===== config.mk =====
export PLATFORM = sky130hd
export DESIGN_NAME = flash_row_seq
export DESIGN_NICKNAME = d
export VERILOG_FILES = /design/src/rtl/frs_pkg.sv /design/src/rtl/frs_wait_timer.sv /design/src/rtl/frs_hv_meter.sv /design/src/rtl/frs_span_check.sv /design/src/rtl/flash_row_seq.sv
export SDC_FILE = /design/constraint.sdc
export NUM_CORES = 1
export LEC_CHECK = 0
export ABC_AREA = 1
export BUFFER_PORTS_ARGS = -buffer_cell sky130_fd_sc_hd__buf_2
export CORE_AREA = 2 2 92 94
export DETAILED_ROUTE_END_ITERATION = 7
export DIE_AREA = 0 0 94 96
export PLACE_DENSITY = 0.82
export SKIP_LAST_GASP = 1
export SYNTH_ARGS = -nofsm -noshare
export SYNTH_HDL_FRONTEND = slang
export SYNTH_SLANG_ARGS = --single-unit

===== constraint.sdc =====
create_clock -name clk -period 6.22 [get_ports clk]
set_input_delay 0.311 -clock clk [delete_from_list [all_inputs] [get_ports clk]]
set_output_delay 0.311 -clock clk [all_outputs]
set_load 0.05 [all_outputs]

===== src/rtl/frs_pkg.sv =====
package frs_pkg;

  // register bank select codes
  localparam logic [2:0] SEL_ROW_HI = 3'd0;
  localparam logic [2:0] SEL_ROW_LO = 3'd1;
  localparam logic [2:0] SEL_DIN    = 3'd2;
  localparam logic [2:0] SEL_CTL    = 3'd3;
  localparam logic [2:0] SEL_AUX    = 3'd4;
  localparam logic [2:0] SEL_DOUT   = 3'd5;

  // control values (select 3) and test-mode value (select 4)
  localparam logic [7:0] AUX_TMR      = 8'h80;
  localparam logic [7:0] CTL_PROG_X   = 8'h84;
  localparam logic [7:0] CTL_PROG_NV  = 8'h85;
  localparam logic [7:0] CTL_PROG_YE  = 8'hC5;
  localparam logic [7:0] CTL_PROG_END = 8'h81;
  localparam logic [7:0] CTL_IDLE     = 8'h00;
  localparam logic [7:0] CTL_READ     = 8'hF0;

  typedef enum logic [4:0] {
    ST_IDLE, ST_TMR, ST_AHI, ST_ALO, ST_MODE, ST_WAIT, ST_NVON,
    ST_BLO, ST_BDAT, ST_YEON, ST_YEOFF, ST_PDN, ST_OFF,
    ST_RSEL, ST_RCAP, ST_RHOLD, ST_RNEXT, ST_REND, ST_DONE
  } frs_state_e;

  function automatic int imax(int a, int b);
    return (a > b) ? a : b;
  endfunction

endpackage


===== src/rtl/frs_wait_timer.sv =====
module frs_wait_timer #(
  parameter int W = 16
) (
  input  logic         clk,
  input  logic         rst_n,
  input  logic         load,
  input  logic [W-1:0] load_val,
  output logic         zero
);

  logic [W-1:0] cnt_q, cnt_d;

  always_comb begin
    cnt_d = cnt_q;
    if (load)
      cnt_d = load_val;
    else if (cnt_q != '0)
      cnt_d = cnt_q - W'(1);
  end

  always_ff @(posedge clk or negedge rst_n) begin
    if (!rst_n) cnt_q <= '0;
    else        cnt_q <= cnt_d;
  end

  assign zero = (cnt_q == '0);

endmodule


===== src/rtl/frs_hv_meter.sv =====
module frs_hv_meter #(
  parameter  int YE_CYC     = 600,
  parameter  int BUDGET_CYC = 240000,
  localparam int ACC_W      = $clog2(BUDGET_CYC + 2 * YE_CYC + 1)
) (
  input  logic clk,
  input  logic rst_n,
  input  logic clr,
  input  logic add,
  output logic over_next
);

  logic [ACC_W-1:0] acc_q, acc_d;
  logic [ACC_W:0]   sum_next;

  always_comb begin
    acc_d = acc_q;
    if (clr)
      acc_d = '0;
    else if (add)
      acc_d = acc_q + ACC_W'(YE_CYC);
  end

  always_ff @(posedge clk or negedge rst_n) begin
    if (!rst_n) acc_q <= '0;
    else        acc_q <= acc_d;
  end

  assign sum_next  = {1'b0, acc_q} + (ACC_W + 1)'(YE_CYC);
  assign over_next = (sum_next > (ACC_W + 1)'(BUDGET_CYC));

endmodule


===== src/rtl/frs_span_check.sv =====
module frs_span_check #(
  parameter  int ROW_BYTES = 64,
  localparam int COL_W     = $clog2(ROW_BYTES),
  localparam int LEN_W     = COL_W + 1
) (
  input  logic [COL_W-1:0] col,
  input  logic [LEN_W-1:0] len,
  output logic             ok
);

  logic [LEN_W:0] span_end;

  assign span_end = {2'b00, col} + {1'b0, len};
  assign ok       = (len != '0) && (span_end <= (LEN_W + 1)'(ROW_BYTES));

endmodule


===== src/rtl/flash_row_seq.sv =====
module flash_row_seq
  import frs_pkg::*;
#(
  parameter  int CLK_MHZ      = 20,
  parameter  int ROW_BYTES    = 64,
  parameter  int XP_SETUP_US  = 5,
  parameter  int NV_SETUP_US  = 10,
  parameter  int YE_HOLD_US   = 30,
  parameter  int PG_HOLD_US   = 5,
  parameter  int RECOVER_US   = 1,
  parameter  int HV_BUDGET_US = 12000,
  localparam int LEN_W        = $clog2(ROW_BYTES) + 1
) (
  input  logic             clk,
  input  logic             rst_n,
  input  logic             cmd_valid,
  output logic             cmd_ready,
  input  logic             cmd_read,
  input  logic [15:0]      cmd_addr,
  input  logic [LEN_W-1:0] cmd_len,
  input  logic             wr_valid,
  output logic             wr_ready,
  input  logic [7:0]       wr_data,
  output logic             rd_valid,
  input  logic             rd_ready,
  output logic [7:0]       rd_data,
  output logic [2:0]       bank_sel,
  output logic [7:0]       bank_wdata,
  output logic             bank_we,
  input  logic [7:0]       bank_rdata,
  output logic             busy,
  output logic             done,
  output logic             err_flag
);

  localparam int COL_W      = $clog2(ROW_BYTES);
  localparam int XP_CYC     = XP_SETUP_US * CLK_MHZ;
  localparam int NV_CYC     = NV_SETUP_US * CLK_MHZ;
  localparam int YE_CYC     = YE_HOLD_US * CLK_MHZ;
  localparam int PG_CYC     = PG_HOLD_US * CLK_MHZ;
  localparam int RC_CYC     = RECOVER_US * CLK_MHZ;
  localparam int BUDGET_CYC = HV_BUDGET_US * CLK_MHZ;
  localparam int WAIT_MAX   = imax(imax(imax(XP_CYC, NV_CYC), imax(YE_CYC, PG_CYC)), RC_CYC);
  localparam int WT_W       = $clog2(WAIT_MAX + 1);

  // reset: asynchronous assertion, synchronous release
  logic [1:0] rst_sync_q;
  logic       rst_core_n;

  always_ff @(posedge clk or negedge rst_n) begin
    if (!rst_n) rst_sync_q <= 2'b00;
    else        rst_sync_q <= {rst_sync_q[0], 1'b1};
  end
  assign rst_core_n = rst_sync_q[1];

  // state
  frs_state_e       state_q, state_d, ret_q, ret_d;
  logic [7:0]       hi_q, hi_d, lo_q, lo_d, rdat_q, rdat_d;
  logic [LEN_W-1:0] rem_q, rem_d;
  logic             read_q, read_d, err_q, err_d;

  // helper controls
  logic            tmr_load, tmr_zero;
  logic [WT_W-1:0] tmr_val;
  logic            hv_clr, hv_add, hv_over;
  logic            span_ok;

  frs_wait_timer #(.W(WT_W)) i_wait_timer (
    .clk      (clk),
    .rst_n    (rst_core_n),
    .load     (tmr_load),
    .load_val (tmr_val),
    .zero     (tmr_zero)
  );

  frs_hv_meter #(.YE_CYC(YE_CYC), .BUDGET_CYC(BUDGET_CYC)) i_hv_meter (
    .clk       (clk),
    .rst_n     (rst_core_n),
    .clr       (hv_clr),
    .add       (hv_add),
    .over_next (hv_over)
  );

  frs_span_check #(.ROW_BYTES(ROW_BYTES)) i_span_check (
    .col (cmd_addr[COL_W-1:0]),
    .len (cmd_len),
    .ok  (span_ok)
  );

  // next-state logic
  always_comb begin
    state_d    = state_q;
    ret_d      = ret_q;
    hi_d       = hi_q;
    lo_d       = lo_q;
    rem_d      = rem_q;
    read_d     = read_q;
    err_d      = err_q;
    rdat_d     = rdat_q;
    bank_we    = 1'b0;
    bank_sel   = SEL_ROW_HI;
    bank_wdata = 8'h00;
    tmr_load   = 1'b0;
    tmr_val    = '0;
    hv_clr     = 1'b0;
    hv_add     = 1'b0;
    cmd_ready  = 1'b0;
    wr_ready   = 1'b0;

    case (state_q)
      ST_IDLE: begin
        cmd_ready = 1'b1;
        if (cmd_valid) begin
          hi_d   = cmd_addr[15:8];
          lo_d   = cmd_addr[7:0];
          rem_d  = cmd_len;
          read_d = cmd_read;
          hv_clr = 1'b1;
          err_d  = !span_ok;
          state_d = span_ok ? ST_TMR : ST_DONE;
        end
      end
      ST_TMR: begin
        bank_we = 1'b1; bank_sel = SEL_AUX; bank_wdata = AUX_TMR;
        state_d = ST_AHI;
      end
      ST_AHI: begin
        bank_we = 1'b1; bank_sel = SEL_ROW_HI; bank_wdata = hi_q;
        state_d = ST_ALO;
      end
      ST_ALO: begin
        bank_we = 1'b1; bank_sel = SEL_ROW_LO; bank_wdata = lo_q;
        state_d = ST_MODE;
      end
      ST_MODE: begin
        bank_we  = 1'b1;
        bank_sel = SEL_CTL;
        if (read_q) begin
          bank_wdata = CTL_READ;
          state_d    = ST_RSEL;
        end else begin
          bank_wdata = CTL_PROG_X;
          tmr_load   = 1'b1;
          tmr_val    = WT_W'(XP_CYC - 1);
          ret_d      = ST_NVON;
          state_d    = ST_WAIT;
        end
      end
      ST_WAIT: begin
        if (tmr_zero) state_d = ret_q;
      end
      ST_NVON: begin
        bank_we = 1'b1; bank_sel = SEL_CTL; bank_wdata = CTL_PROG_NV;
        tmr_load = 1'b1;
        tmr_val  = WT_W'(NV_CYC - 1);
        ret_d    = ST_BLO;
        state_d  = ST_WAIT;
      end
      ST_BLO: begin
        if (hv_over) begin
          err_d   = 1'b1;
          state_d = ST_PDN;
        end else begin
          bank_we = 1'b1; bank_sel = SEL_ROW_LO; bank_wdata = lo_q;
          state_d = ST_BDAT;
        end
      end
      ST_BDAT: begin
        wr_ready = 1'b1;
        if (wr_valid) begin
          bank_we = 1'b1; bank_sel = SEL_DIN; bank_wdata = wr_data;
          state_d = ST_YEON;
        end
      end
      ST_YEON: begin
        bank_we = 1'b1; bank_sel = SEL_CTL; bank_wdata = CTL_PROG_YE;
        hv_add   = 1'b1;
        tmr_load = 1'b1;
        tmr_val  = WT_W'(YE_CYC - 1);
        ret_d    = ST_YEOFF;
        state_d  = ST_WAIT;
      end
      ST_YEOFF: begin
        bank_we = 1'b1; bank_sel = SEL_CTL; bank_wdata = CTL_PROG_NV;
        rem_d = rem_q - LEN_W'(1);
        lo_d  = lo_q + 8'd1;
        state_d = (rem_q == LEN_W'(1)) ? ST_PDN : ST_BLO;
      end
      ST_PDN: begin
        bank_we = 1'b1; bank_sel = SEL_CTL; bank_wdata = CTL_PROG_END;
        tmr_load = 1'b1;
        tmr_val  = WT_W'(PG_CYC - 1);
        ret_d    = ST_OFF;
        state_d  = ST_WAIT;
      end
      ST_OFF: begin
        bank_we = 1'b1; bank_sel = SEL_CTL; bank_wdata = CTL_IDLE;
        tmr_load = 1'b1;
        tmr_val  = WT_W'(RC_CYC - 1);
        ret_d    = ST_DONE;
        state_d  = ST_WAIT;
      end
      ST_RSEL: begin
        bank_sel = SEL_DOUT;
        state_d  = ST_RCAP;
      end
      ST_RCAP: begin
        bank_sel = SEL_DOUT;
        rdat_d   = bank_rdata;
        state_d  = ST_RHOLD;
      end
      ST_RHOLD: begin
        if (rd_ready) begin
          rem_d = rem_q - LEN_W'(1);
          lo_d  = lo_q + 8'd1;
          state_d = (rem_q == LEN_W'(1)) ? ST_REND : ST_RNEXT;
        end
      end
      ST_RNEXT: begin
        bank_we = 1'b1; bank_sel = SEL_ROW_LO; bank_wdata = lo_q;
        state_d = ST_RSEL;
      end
      ST_REND: begin
        bank_we = 1'b1; bank_sel = SEL_CTL; bank_wdata = CTL_IDLE;
        state_d = ST_DONE;
      end
      ST_DONE: begin
        state_d = ST_IDLE;
      end
      default: state_d = ST_IDLE;
    endcase
  end

  // state registers
  always_ff @(posedge clk or negedge rst_core_n) begin
    if (!rst_core_n) begin
      state_q <= ST_IDLE;
      ret_q   <= ST_IDLE;
      hi_q    <= 8'h00;
      lo_q    <= 8'h00;
      rem_q   <= '0;
      read_q  <= 1'b0;
      err_q   <= 1'b0;
      rdat_q  <= 8'h00;
    end else begin
      state_q <= state_d;
      ret_q   <= ret_d;
      hi_q    <= hi_d;
      lo_q    <= lo_d;
      rem_q   <= rem_d;
      read_q  <= read_d;
      err_q   <= err_d;
      rdat_q  <= rdat_d;
    end
  end

  assign busy     = (state_q != ST_IDLE);
  assign done     = (state_q == ST_DONE);
  assign rd_valid = (state_q == ST_RHOLD);
  assign rd_data  = rdat_q;
  assign err_flag = err_q;

endmodule


# [Word level (Yosys, flattened, before mapping)]
# Index checks and enable logic that the tools add are counted.
[classes] n_lt_le_gt_ge=2 n_eq_ne=25 addsub=6 reduce_logical=23 mux=44
[ops] cell="$pmux 5 s15" count=1
[ops] cell="$pmux 8 s9" count=1
[ops] cell="$pmux 10 s5" count=1
[ops] cell="$eq 5x4->1 const B" count=8
[ops] cell="$mux 18" count=2
[ops] cell="$mux 8" count=4
[ops] cell="$mux 5" count=6
[ops] cell="$mux 7" count=4
[ops] cell="$pmux 5 s5" count=1
[ops] cell="$pmux 8 s3" count=1
[ops] cell="$pmux 7 s3" count=1
[ops] cell="$eq 5x3->1 const B" count=4
[ops] cell="$mux 10" count=2
[ops] cell="$add 18x10->19 const B" count=1
[ops] cell="$gt 19x18->1 const B" count=1
[ops] cell="$add 18x10->18 const B" count=1
[ops] cell="$pmux 3 s6" count=1
[ops] cell="$eq 5x5->1 const B" count=3
[ops] cell="$mux 1" count=12
[ops] cell="$reduce_or 11->1" count=1
[ops] cell="$eq 5x2->1 const B" count=2
[ops] cell="$logic_not 10->1" count=1
[ops] cell="$reduce_bool 10->1" count=1
[ops] cell="$reduce_bool 5->1" count=2
[ops] cell="other kinds (25)" count=38
[word_totals] register_bits=73 input_bits=45 wordCells=111 out_inout_bits=26

# [Longest topological paths before layout]
# Gate-level depths: netlist (run 1).
[logic_depth] word_depth=6 ltp_mapped=18

# [Hierarchy]
# A second synthesis (run 1) with hierarchy kept.
[hier_totals] hier_cells=767 hier_area_um2=5161.2
[modules_own_cells] mod="flash_row_seq" area_per_inst_um2=2999.1 n_inst=1 seq_area_each_um2=1126.1 cells_each=434
[modules_own_cells] mod="frs_hv_meter" area_per_inst_um2=1107.3 n_inst=1 seq_area_each_um2=375.4 cells_each=176
[modules_own_cells] mod="frs_wait_timer" area_per_inst_um2=718.2 n_inst=1 seq_area_each_um2=250.2 cells_each=96
[modules_own_cells] mod="frs_span_check" area_per_inst_um2=336.6 n_inst=1 seq_area_each_um2=0.0 cells_each=61

# [Least setup slack after synthesis (run 1)]
# OpenSTA, ideal clock, no wires.
[synth_timing] path_type="flip-flop to output port" start="register state_q[4]" end="output bank_sel[1]" required_time_ps=5909 t_arrival_ps=2753 path_stages_with_launch=6 setup_slack_ps=3156 path_cell_list="dfrtp_1 nor3_2 inv_2 nor2_1 inv_1 o21ai_0"
[synth_between] elab_chain_cells=3 elab_cells_between_ends=18 classes_between="eq/ne (14); mux (1); reduce/logical (3)"
[synth_lines] item="start: declaration" line_no="flash_row_seq.sv:57" text="frs_state_e state_q, state_d, ret_q, ret_d;"
[synth_lines] item="start signal: assignment" line_no="flash_row_seq.sv:246" text="state_q <= state_d;"
[synth_lines] item="$eq 5x3->1 (tied with other cells)" line_no="flash_row_seq.sv:110" text="case (state_q)"
[synth_lines] item="$reduce_or 7->1 (no line) or $reduce_or 2->1 (tied branches)"
[synth_lines] item="$pmux 3 s6 *" line_no="flash_row_seq.sv:110"
[synth_lines] item="end: declaration" line_no="flash_row_seq.sv:27" text="output logic [2:0] bank_sel,"
# Every way passes the cells marked *; elsewhere a longest branch is shown, timed or not.

# [Worst setup path in the final report (run 1)]
[layout_timing] start="register state_q[4]" end="output bank_wdata[6]"
[layout_between] elab_chain_cells=3 elab_cells_between_ends=14 classes_between="eq/ne (11); mux (1); reduce/logical (2)"
[layout_lines] item="$eq 5x5->1 (tied with other cells)" line_no="flash_row_seq.sv:110"
[layout_lines] item="$reduce_or 2->1 (no line)"
[layout_lines] item="$pmux 8 s9 *" line_no="flash_row_seq.sv:110"
[layout_lines] item="end: declaration" line_no="flash_row_seq.sv:28" text="output logic [7:0] bank_wdata,"
# Marks and branches as above.

==> results_dict.tcl, run 1 <==
set metrics [dict create \
    synth_seq_area_share 0.3717 \
    synthTopCellsByArea "dfrtp_1, nand2_1, inv_1" \
    ys_ff_latch 70 \
    ys.flop_type "dfrtp_1" \
    synth_largest_area_cell "dfrtp_1" \
    place_hpwl_um 9348 \
    path_cells "nor3_2 -> inv_2 -> nor2_1 -> inv_1 -> nor2_1 -> a221oi_1 -> nand3_1 -> buf_2" \
    grt_max_degree 69 \
    run_status "completed" \
    hold_path_class "in2reg" \
    die_x_um 94 \
    drtAntennaViolNets 0 \
    finalCritPeriodShare 0.4891 \
    crit_path_end_kind "primary output" \
    cts_root_buf "clkbuf_8" \
    rsz0062_at_grt "false" \
    nets 798 \
    antenna_found_initial 0 \
    yosys.area.top_type_share 0.3717 \
    path_clk_slew_ns 0.09 \
    fmax_mhz 328.7 \
    multi_input_area_um2 2567 \
    finClkSkew_ns 0.009789 \
    fin_cells 851 \
    setup_violations 0 \
    path_class "reg2out" \
    post-cts-setup-buffers 0 \
    grt_overflow 0 \
    async_reset_ff_frac 1.000 \
    numCtsBuffers 9 \
    drt-initial-drc-count 342 \
    gp_congestion 0.9757 \
    n_antenna_cell 0 \
    vdd.ir_drop.worst_mv 0.5376 \
    io_pins 71 \
    p_leak_nw 2.749 \
    layout_common_cells "nand2_1, inv_1, nor2_1" \
    critPathArrivalTime_ns 2.73 \
    final_common_cell "nand2_1" \
    crit_top_cell "nor2_1" \
    crit_path_start_kind "register" \
    syn-num-nets 722 \
    syn_to_final_growth_pct 13.57 \
    grt_pass1_wl_um 20390 \
    critical_path.slowest_cell "nor2_1" \
    cts_buffer_depth 2 \
    finalHoldViolCount 0 \
    vias 4682 \
    power.density_nw_per_um2 488.0 \
    wl_per_cell_um 14.24 \
    drc 0 \
    nFillCells 719 \
    worst_pin_slew_ns 0.8589 \
    vias_per_cell 5.502 \
    yosysWarnings 0 \
    whs_ns 0.1494 \
    routed_wl_um 12120 \
    cts-htree-levels 3 \
    syn_avg_cell_area_um2 7.086 \
    rows 33 \
    cp.required_ns 5.91 \
    slew_violations 0 \
    cp_max_fo 9 \
    clock_latency_ns 0.35 \
    seq_area_um2 1753 \
    critPathMaxStageDelay_ns 0.52 \
    die_h_um 96 \
    drive_above_1_share 0.1810 \
    max-slew-margin-rel 0.4274 \
    port_buffers 70 \
    cts_tree "built" \
    core_um2 8051 \
    synth_area_um2 4712 \
    reg2reg_slack_ns 3.86 \
    start_util 0.5852 \
    period_minus_slack_ns 3.042 \
    dp.cells 834 \
    yosysUniqueCellTypes 44 \
    synth_cells 665 \
    setup_tns_ns 0 \
    dr.pass1.iters 5 \
    grt_pass1_vias 4427 \
    grt_use_total 0.2869 \
    dieArea_um2 9024 \
    synth-edff-count 0 \
    cap_violations 0 \
    clock_sinks 70 \
]
[worst paths after layout]
kind,startpoint,end,depth (start not counted)
worst min register to register,rst_sync_q[0],rst_sync_q[1],0
min in group asynchronous,rst_n,rst_sync_q[1],2
worst min-delay path,cmd_addr[9],hi_q[1],3
worst max-delay path,state_q[4],bank_wdata[6],8
max in group asynchronous,rst_sync_q[1],i_hv_meter.acc_q[13],1
worst max register to register,state_q[4],i_hv_meter.acc_q[9],8
[synthesized netlist by cell type, types with 4 or more instances]
cell and number:
nand2_1 190, inv_1 83, nor2_1 74, dfrtp_1 70, nand3_1 42, o21ai_0 31, a21oi_1 20, nor3_1 13
ha_1 11, inv_2 9, nand2_2 9, nand4_1 9, o22ai_1 9, xor2_1 9, xnor2_1 8, a221oi_1 7
o21ai_1 7, nor2_2 6, o21ai_2 6, a22oi_1 5, a31oi_1 5, nand3_2 5, nor2_4 4, nor3_2 4
o211ai_1 4
[area by class of cell]
| type | count | area share |
|---|---|---|
| Inverter | 93 | 0.06523 |
| Clock buffer | 10 | 0.02572 |
| Timing Repair Buffer | 72 | 0.06874 |
| Tap cell | 105 | 0.02455 |
| Clock inverter | 6 | 0.008417 |
| Multi-Input combinational cell | 495 | 0.4798 |
| Sequential cell | 70 | 0.3276 |
[per-layer routing]
layer / routed length (um) / part of all wire / vias to the layer above / GRT usage
li1: - / - / 2325 / -
met1: 5303 / 0.44 / 2136 / 0.3781
met2: 5695 / 0.47 / 196 / 0.4631
met3: 888 / 0.073 / 25 / 0.06578
met4: 234 / 0.019 / 0 / 0.1099
met5: 0 / 0 / - / 0
[registers in the layout, summed over array words and instances, names as in the netlist]
register,cells
i_hv_meter.acc_q,15
lo_q,8
rst_sync_q,2
hi_q,8
rem_q,7
err_flag,1
state_q,5
read_q,1
ret_q,5
rd_data,8
i_wait_timer.cnt_q,10
[critical path: cells and delay by family, from the launching register on]
kind / cells / cell delay, ns
flops: 1 / 0.43
compound gates: 1 / 0.16
simple gates: 4 / 1.26
buf+inv: 3 / 0.53
[cell families after synthesis]
logic type	Yosys count	synth area share
simple gates	364	0.3449
compound gates	101	0.1341
buf+inv	100	0.08338
flops	70	0.3717
xor+xnor	17	0.03160
fa+ha+maj	12	0.03346
other cells	1	0.0007958
[what timing repair did]
| item | 4_1_cts | 5_1_grt |
|---|---|---|
| hold buffers | 1 | 0 |
| hold endpoints to repair | 2 | 0 |
| gates resized for setup | 0 | 0 |
[report_power, final]
| part | switching (W) | internal, W | total [W] |
|---|---|---|---|
| Clock | 0.000193 | 0.000158 | 0.000351 |
| Sequential | 0.000153 | 0.000643 | 0.000796 |
| Combinational | 0.00104 | 0.000421 | 0.00146 |
| Total | 0.00139 | 0.00122 | 0.00261 |
[metrics by stage]
| stage | power, W | setup WS (ns) | util | instance area (um2) |
|---|---|---|---|---|
| 6_report | 0.002612 | 3.178 | 0.6646 | 5351 |
| 5_1_grt | 0.002804 | 2.973 | 0.6646 | 5351 |
| 4_1_cts | 0.002605 | 3.221 | 0.6646 | 5351 |
| 3_5_place_dp | 0.002252 | 3.620 | 0.6407 | 5159 |
| 3_3_place_gp | 0.002224 | 3.634 | 0.6407 | 5159 |
| 2_1_floorplan | 0.001929 | 3.156 | - | 4712 |
Note: power is estimated with default switching activity, not from simulation.
==> run 2, diff against run 1 <==
Settings changed: CORE_AREA 2 2 92 94 to 2 2 99 101, DIE_AREA 0 0 94 96 to 0 0 101 103, PLACE_DENSITY 0.82 to 0.75.
Clock period 6.22 ns to 2.5 ns, I/O delays scaled along.
==> results_dict.tcl, run 2 (same netlist as run 1, synthesis figures left out) <==
set metrics [dict create \
    run_status "finished, violations left" \
    violations "negative setup slack" \
    path_class "reg2out" \
    vias 4949 \
    setup_violations 7 \
    rr_worst_depth 12 \
    n_antenna_cell 0 \
    power.density_nw_per_um2 1233 \
    die_h_um 103 \
    dp.cells 853 \
    routed_wl_um 13990 \
    hold_path_class "in2reg" \
    fin_cells 901 \
    critPathBufInv 3 \
    grt_overflow 0 \
    slew_violations 0 \
    final_design_area_no_fill_um2 6123 \
    path_clk_slew_ns 0.09 \
    place_hpwl_um 9831 \
    numCtsBuffers 9 \
    layout_common_cells "nand2_1, inv_1, nor2_1" \
    critical_path.slowest_cell "dfrtp_1" \
    final_core_util 0.6474 \
    cts_buffer_depth 2 \
    syn_to_final_growth_pct 29.95 \
    grt_pass1_vias 4871 \
    cp_max_fo 7 \
    drtAntennaViolNets 0 \
    cp_num_cells 14 \
    gp_congestion 0.9437 \
    cap_violations 0 \
    fin_total_pwr_w 0.007553 \
    grt_use_total 0.2765 \
    core_um2 9459 \
    holdPathStages 3 \
    fmax_mhz 385.7 \
    finalCritPeriodShare 1.037 \
    dieArea_um2 10400 \
    wl_per_cell_um 15.53 \
    port_buffers 70 \
    crit_top_cell "nand2_2" \
    grt_pass1_wl_um 22620 \
    power_frac_comb 0.591 \
    start_util 0.4981 \
    drive_above_1_share 0.2618 \
    period_minus_slack_ns 2.593 \
    largest_register "i_hv_meter.acc_q" \
    grt_max_degree 53 \
    swShare 0.5090 \
    nets 839 \
    p_int_w 0.003708 \
    critPathMaxStageDelay_ns 0.40 \
    nFillCells 804 \
    dr.pass1.iters 6 \
    setup_ws_ns -0.09283 \
    largest_registers "i_hv_meter.acc_q (15), i_wait_timer.cnt_q (10)" \
    antenna_found_initial 0 \
    largest_reg_flops 15 \
    cts-htree-levels 3 \
    io_pins 71 \
    post-place-ws_ns 0.1033 \
    postPlaceCellArea_um2 5260 \
    critPathArrivalTime_ns 2.47 \
    drc 0 \
    vdd.ir_drop.worst_mv 1.376 \
    p_leak_nw 3.064 \
    die_x_um 101 \
    rsz0062_at_grt "true" \
    seq_power_share 0.265 \
    rows 36 \
    clock_sinks 70 \
    cts_root_buf "clkbuf_8" \
    drt-initial-drc-count 260 \
    crit_path_end_kind "primary output" \
    worst_pin_slew_ns 0.5031 \
    max-slew-margin-rel 0.6560 \
    cts_tree "built" \
    clock_power_share 0.144 \
    path_cells "inv_2 -> ha_4 -> inv_2 -> nand2_2 -> nand2_4 -> xor2_2 -> nor2_2 -> nand2_2 -> nor3_2 -> nand2_2 -> nand2_4 -> nand2_8 -> o21ai_4 -> buf_6" \
    crit_family "simple AND/OR/NAND/NOR gates" \
    final_common_cell "nand2_1" \
    finalHoldViolCount 0 \
    crit_path_start_kind "register" \
    reg2reg_slack_ns 0.35 \
    vias_per_cell 5.493 \
    clock_latency_ns 0.37 \
    finClkSkew_ns 0.01318 \
    p_sw_w 0.003845 \
    cp.required_ns 2.38 \
]
-- run 2: cell count changes in the layout (fill, tap and decap cells not counted), sizes merged, moves of 2 or more --
cell | previous run | this run
buf | 71 | 96
dlygate4sd3 | 1 | 17
bufinv | 0 | 2
clkinvlp | 3 | 0
-- run 2: power by group through the flow --
stage	clock (W)	sequential [W]	combinational, W
6_report	0.00109	0.00200	0.00446
5_1_grt	0.00115	0.00206	0.00485
4_1_cts	0.00110	0.00199	0.00416
3_5_place_dp	0	0.00200	0.00372
3_3_place_gp	0	0.00198	0.00365
2_1_floorplan	0	0.00217	0.00263
-- run 2: path summary, 6_finish.rpt --
path / startpoint / end
max in group asynchronous: rst_sync_q[1] / rem_q[0]
worst min register to register: rst_sync_q[1] / i_hv_meter.acc_q[13]
worst min-delay path: cmd_read / read_q
min in group asynchronous: rst_n / rst_sync_q[1]
worst max-delay path: i_hv_meter.acc_q[4] / bank_wdata[5]
worst max register to register: i_wait_timer.cnt_q[0] / state_q[4]
-- run 2: metal layers --
layer / up-vias / track usage / share of wire
met1: 2324 / 0.3457 / 0.42
li1: 2404 / - / -
met2: 180 / 0.4672 / 0.49
met4: 0 / 0.1206 / 0.025
met5: - / 0 / 0
met3: 41 / 0.05559 / 0.059
-- run 2: area by class of cell --
cell class	count	area (um2)	share of cell area
clock buffers	9	123.9	0.02023
clock inverters	7	103.9	0.01696
inverters	93	351.6	0.05742
multi-input cells	495	2839	0.4636
flip-flops and latches	70	1758	0.2871
well taps	114	142.6	0.02329
repair buffers	113	804.5	0.1314
-- run 2: what timing repair did --
item / 4_1_cts / 5_1_grt
pin swaps: 13 / 18
endpoints found under the hold margin: 18 / 0
setup buffers: 11 / 4
endpoints found under the setup margin: 11 / 13
hold buffers: 17 / 0
gates resized for setup: 51 / 40
-- run 2: tightest hold or removal path, stage by stage --
cell	delay [ns]
buf_2	0.09
nand2_1	0.05
o21ai_0	0.07
-- run 2: stage by stage --
stage | setup TNS [ns] | hold WS [ns]
floorplan | 0 | -0.1706
global placement | 0 | -0.08948
detailed placement | 0 | -0.08670
CTS | -0.03254 | 0.0007362
global route | -1.693 | 0.02648
finish | -0.3994 | 0.007271
